$ cat src/rtl/aoms_pkg.sv
package aoms_pkg;
   localparam int unsigned X_W   = 5;
   localparam int unsigned ADR_W = X_W - 1;
   localparam int unsigned IDX_W = ADR_W - 1;
   localparam int unsigned SH_W  = 2;
   localparam int unsigned N_ODD = 1 << IDX_W;

   typedef struct packed {
      logic              neg;     // subtract coded magnitude from 16*COEF
      logic              zero;    // coded address is zero: table output cleared
      logic              force0;  // input word zero: product cleared
      logic [ADR_W-1:0]  addr;
      logic [IDX_W-1:0]  idx;
      logic [SH_W-1:0]   sh;
   } code_t;
endpackage

$ cat src/rtl/aoms_coder.sv
module aoms_coder
   import aoms_pkg::*;
(
   input  logic [X_W-1:0] x,
   output code_t          code
);
   logic [ADR_W-1:0] adr;
   logic [ADR_W-1:0] odd;
   logic [SH_W-1:0]  tz;

   always_comb begin
      adr = x[X_W-1] ? x[ADR_W-1:0] : (~x[ADR_W-1:0] + ADR_W'(1));
      if (adr[0])      tz = 2'd0;
      else if (adr[1]) tz = 2'd1;
      else if (adr[2]) tz = 2'd2;
      else             tz = 2'd3;
      odd = adr >> tz;
      code.neg    = ~x[X_W-1];
      code.zero   = (adr == '0);
      code.force0 = (x == '0);
      code.addr   = adr;
      code.idx    = odd[ADR_W-1:1];
      code.sh     = tz;
   end
endmodule

$ cat src/rtl/aoms_odd_table.sv
module aoms_odd_table
   import aoms_pkg::*;
#(
   parameter int unsigned COEF_W = 8,
   parameter int unsigned COEF   = 173,
   localparam int unsigned MAG_W = COEF_W + ADR_W
)(
   input  logic [IDX_W-1:0] idx,
   input  logic             clear,
   output logic [MAG_W-1:0] odd_mult
);
   logic [MAG_W-1:0] entry [N_ODD];

   for (genvar i = 0; i < N_ODD; i++) begin : g_entry
      assign entry[i] = MAG_W'(COEF * (2 * i + 1));
   end

   assign odd_mult = clear ? '0 : entry[idx];
endmodule

$ cat src/rtl/aoms_shifter.sv
module aoms_shifter
   import aoms_pkg::*;
#(
   parameter int unsigned W = 12
)(
   input  logic [W-1:0]    din,
   input  logic [SH_W-1:0] sh,
   output logic [W-1:0]    dout
);
   logic [W-1:0] stage [SH_W+1];

   assign stage[0] = din;
   for (genvar s = 0; s < SH_W; s++) begin : g_stage
      assign stage[s+1] = sh[s] ? (stage[s] << (1 << s)) : stage[s];
   end
   assign dout = stage[SH_W];
endmodule

$ cat src/rtl/aoms_lut_mult.sv
module aoms_lut_mult
   import aoms_pkg::*;
#(
   parameter int unsigned COEF_W = 8,
   parameter int unsigned COEF   = 173,
   localparam int unsigned MAG_W  = COEF_W + ADR_W,
   localparam int unsigned PROD_W = COEF_W + X_W
)(
   input  logic              clk,
   input  logic              rst_n,
   input  logic              in_valid,
   input  logic [X_W-1:0]    in_x,
   output logic              out_valid,
   output logic [PROD_W-1:0] out_prod
);
   if (COEF_W < 1 || COEF_W > 24) begin : g_bad_width
      $error("COEF_W must lie in 1..24");
   end
   if (COEF > (1 << COEF_W) - 1) begin : g_bad_coef
      $error("COEF does not fit in COEF_W bits");
   end

   localparam logic [PROD_W-1:0] BASE   = PROD_W'(COEF) << ADR_W;
   localparam logic [MAG_W-1:0]  COEF_M = MAG_W'(COEF);

   code_t             code;
   logic [MAG_W-1:0]  odd_mult;
   logic [MAG_W-1:0]  mag;
   logic [PROD_W-1:0] mag_ext;
   logic [PROD_W-1:0] prod_nxt;

   aoms_coder u_coder (.x(in_x), .code(code));

   aoms_odd_table #(.COEF_W(COEF_W), .COEF(COEF)) u_table (
      .idx(code.idx), .clear(code.zero), .odd_mult(odd_mult)
   );

   aoms_shifter #(.W(MAG_W)) u_shift (.din(odd_mult), .sh(code.sh), .dout(mag));

   assign mag_ext = PROD_W'(mag);

   always_comb begin
      if (code.force0)   prod_nxt = '0;
      else if (code.neg) prod_nxt = BASE - mag_ext;
      else               prod_nxt = BASE + mag_ext;
   end

   always_ff @(posedge clk or negedge rst_n) begin
      if (!rst_n) begin
         out_valid <= 1'b0;
         out_prod  <= '0;
      end else begin
         out_valid <= in_valid;
         if (in_valid) out_prod <= prod_nxt;
      end
   end

   // strobe reaches the flag one edge later, and only then
   a_r2_valid_follows: assert property (@(posedge clk) disable iff (!rst_n)
      in_valid |=> out_valid);
   a_r2_no_spurious: assert property (@(posedge clk) disable iff (!rst_n)
      !in_valid |=> !out_valid);
   // idle cycles leave the product alone
   a_r8_hold: assert property (@(posedge clk) disable iff (!rst_n)
      !in_valid |=> $stable(out_prod));
   // zero word gives zero product
   a_r6_zero_in: assert property (@(posedge clk) disable iff (!rst_n)
      (in_valid && in_x == '0) |=> out_prod == '0);
   // zero coded address clears the table output
   a_r5_cleared: assert property (@(posedge clk) disable iff (!rst_n)
      code.zero |-> mag == '0);
   // odd index and shift count rebuild the coded address
   a_r7_rebuild: assert property (@(posedge clk) disable iff (!rst_n)
      !code.zero |-> (({code.idx, 1'b1}) << code.sh) == code.addr);
   // shifted odd multiple is COEF times the coded address
   a_r4_mag: assert property (@(posedge clk) disable iff (!rst_n)
      mag == COEF_M * MAG_W'(code.addr));
endmodule

$ cat config.mk
export PLATFORM = sky130hd
export DESIGN_NAME = aoms_lut_mult
export DESIGN_NICKNAME = d
export VERILOG_FILES = /design/src/rtl/aoms_pkg.sv /design/src/rtl/aoms_coder.sv /design/src/rtl/aoms_odd_table.sv /design/src/rtl/aoms_shifter.sv /design/src/rtl/aoms_lut_mult.sv
export SDC_FILE = /design/constraint.sdc
export NUM_CORES = 1
export LEC_CHECK = 0
export ABC_AREA = 1
export BUFFER_PORTS_ARGS = -buffer_cell sky130_fd_sc_hd__buf_2
export CORE_MARGIN = 2
export CORE_UTILIZATION = 50
export CTS_CLUSTER_SIZE = 10
export DETAILED_ROUTE_END_ITERATION = 8
export PLACE_DENSITY = 0.71
export SLEW_MARGIN = 10
export SYNTH_ARGS = -nofsm -noshare
export SYNTH_HDL_FRONTEND = slang
export SYNTH_HIERARCHICAL = 1
export SYNTH_SLANG_ARGS = --single-unit
$ cat constraint.sdc
create_clock -name clk -period 0.9 [get_ports clk]
set_input_delay 0.18 -clock clk [delete_from_list [all_inputs] [get_ports clk]]
set_output_delay 0.18 -clock clk [all_outputs]
set_load 0.02 [all_outputs]
==> impl_results.md <==
- Number of global-route vias before repair: 1,922
- Violated checks: negative setup slack
- DPL Wire Length: 3.34 mm
- Root Buffer: clkbuf_4
- Synth warnings: 6
- CTS tree: built
- Status: complete, but fails checks
- P_leak: 1.46 nW
- Antenna Cells: 0
- Pin count of the biggest net entering global routing: 17
- Hold WC Path Type: input port to register
- Clk slew on worst S/H paths: 0.09 ns
- Die area: 3850 um2
- Top delay family on crit path: simple AND/OR/NAND/NOR gates
- CTS Buffer Depth: 2
- Final ANT Viol Nets: 0
- Area Overhead vs Synth: 63.8%
- Final Util: 0.841
- Final Cycle Share: 2.84
- DR vias: 2,178
- DR vias/cell: 5.09
- Worst path most repeated cell: nand2_2
- Global-route usage over all layers: 0.270
- Mean area per synthesized cell: 5.66 um2
- Initial antenna violation count: 0
- Top Ports: 22
- 1st-iter DRT viols: 126
- Worst endpoint required time: 1.13 ns
- Max-Cap Viols: 0
- Worst slew pin tran: 0.341 ns
- Latest clock arrival within the worst-skew pair: 0.27 ns
- Unrepaired setup endpoints after global routing: true
- CP Buf/Inv Count: 5
- Largest stage delay on the critical path: 0.23 ns
- CP Launch Point: in_x[0]
- Worst-path fanout max: 6
- Final WS setup: -1.66 ns
- Crit path launch type: input port
- Critical-path top delay cell: ha_4
- Max Clock Skew: 0 ns
- Die W: 62.1 um
- Share of cells above drive strength 1: 0.471
- Post-DR wirelength/cell: 12.9 um
- Clock Sinks: 14
- Gpl congestion: 0.892
- Min Hold Slack: 0.0337 ns
- CTS H-tree depth: 1
- Beginning of the worst register-to-register path: out_prod[6]
- Critical path type: input port to register
- Die H: 62.1 um
- Post-route DRC: 0
- Max Slew Vio Count: 0
- Row cnt: 21
- Final hold violation count: 0
- Maximum vdd ir drop: 1250 uV
- Syn_nets: 316
- Clock buffer count from CTS: 3
- Aggregate global routing overflow: 0
- WP data arrival: 2.78 ns
- Final min period: 2.56 ns
- Detailed Route WL: 5.54 mm
- First-pass GRT wire length: 7.92 mm
- Syn Std Cell Area: 1690 um2
- Final net count: 402
- Max Clock Freq: 0.391 GHz
- Power Density: 1560 nW/um2
- PortBufs: 21
- Slew HR: 0.771
- Pre-antenna DRT Iters: 4
- Post-Syn Instances: 298
- Final setup violation count: 27
- Core ar.: 3280 um2
- Setup TNS: -20.11 ns
- Min-delay src: in_valid
- Initial Utilization: 0.514
- Worst setup EP type: register
where the power goes:
part	leakage (nW)	internal, mW	switching, mW
combinational	1.28	1.41	1.67
sequential	0.169	0.767	0.102
clock	0.0138	0.155	0.198
cells in the final DEF, fill, tap and decap left out, types with 4 or more instances in the layout:
cell / n
o21ai_2: 4
nand3_2: 8
nand3_1: 33
ha_1: 4
ha_4: 5
nand2_2: 24
nor2_1: 23
inv_1: 21
nor2_4: 4
nand2_1: 85
buf_4: 63
buf_6: 16
dfrtp_1: 14
o21ai_1: 12
buf_2: 5
inv_2: 20
nor2_2: 5
timing repair:
| item | 4_1_cts | 5_1_grt |
|---|---|---|
| cloned | 0 | 0 |
| resized for setup | 57 | 40 |
| pin swaps | 22 | 18 |
| hold buffers | 1 | 0 |
| setup endpoints to repair | 27 | 27 |
| buffers inserted | 13 | 9 |
| hold endpoints to repair | 14 | 0 |
flip-flops by register name (all words and copies together) (netlist names):
name and cells:
out_prod 13, out_valid 1
per-stage QoR:
| stage | power (mW) | instance area, um2 | cells | worst slack, ns |
|---|---|---|---|---|
| after floorplan | 2.33 | 1790 | 298 | -1.60 |
| after global placement | 3.08 | 2250 | 403 | -1.88 |
| after detailed placement | 3.12 | 2250 | 403 | -1.95 |
| after CTS | 3.89 | 2550 | 419 | -1.57 |
| after global routing | 4.64 | 2760 | 428 | -1.81 |
| final | 4.30 | 2760 | 428 | -1.66 |
layer usage:
layer / vias to the layer above / global-route usage / wire [um]
li1: 1109 / - / -
met1: 983 / 0.333 / 2330
met2: 76 / 0.484 / 2890
met3: 10 / 0.0414 / 263
met4: 0 / 0.0729 / 58
met5: - / 0 / 0
final cells by class:
cell class / count / area (um2)
multi-input cells: 230 / 1380
repair buffers: 88 / 738
fillers: 185 / 522
flip-flops and latches: 14 / 350
inverters: 47 / 211
well taps: 46 / 57.6
clock buffers: 3 / 22.5
worst reg2reg max path: cells and delay by family (launching register included):
| kind | cells | cell delay (ns) |
|---|---|---|
| flops | 1 | 0.40 |
| buf+inv | 1 | 0.14 |
| simple gates | 1 | 0.07 |
| compound gates | 1 | 0.06 |
path summary, 6_finish.rpt:
check / endpoint / slack, ns / cells past startpoint
min in group asynchronous: out_prod[3] / 0.33 / 2
worst max-delay path: out_prod[10] / -1.66 / 26
worst max register to register: out_prod[6] / 0.13 / 3
worst min-delay path: out_valid / 0.03 / 1
worst min register to register: out_prod[0] / 0.51 / 2
max in group asynchronous: out_prod[2] / 0.32 / 2
No activity file was read; power rests on OpenSTA's default activity.
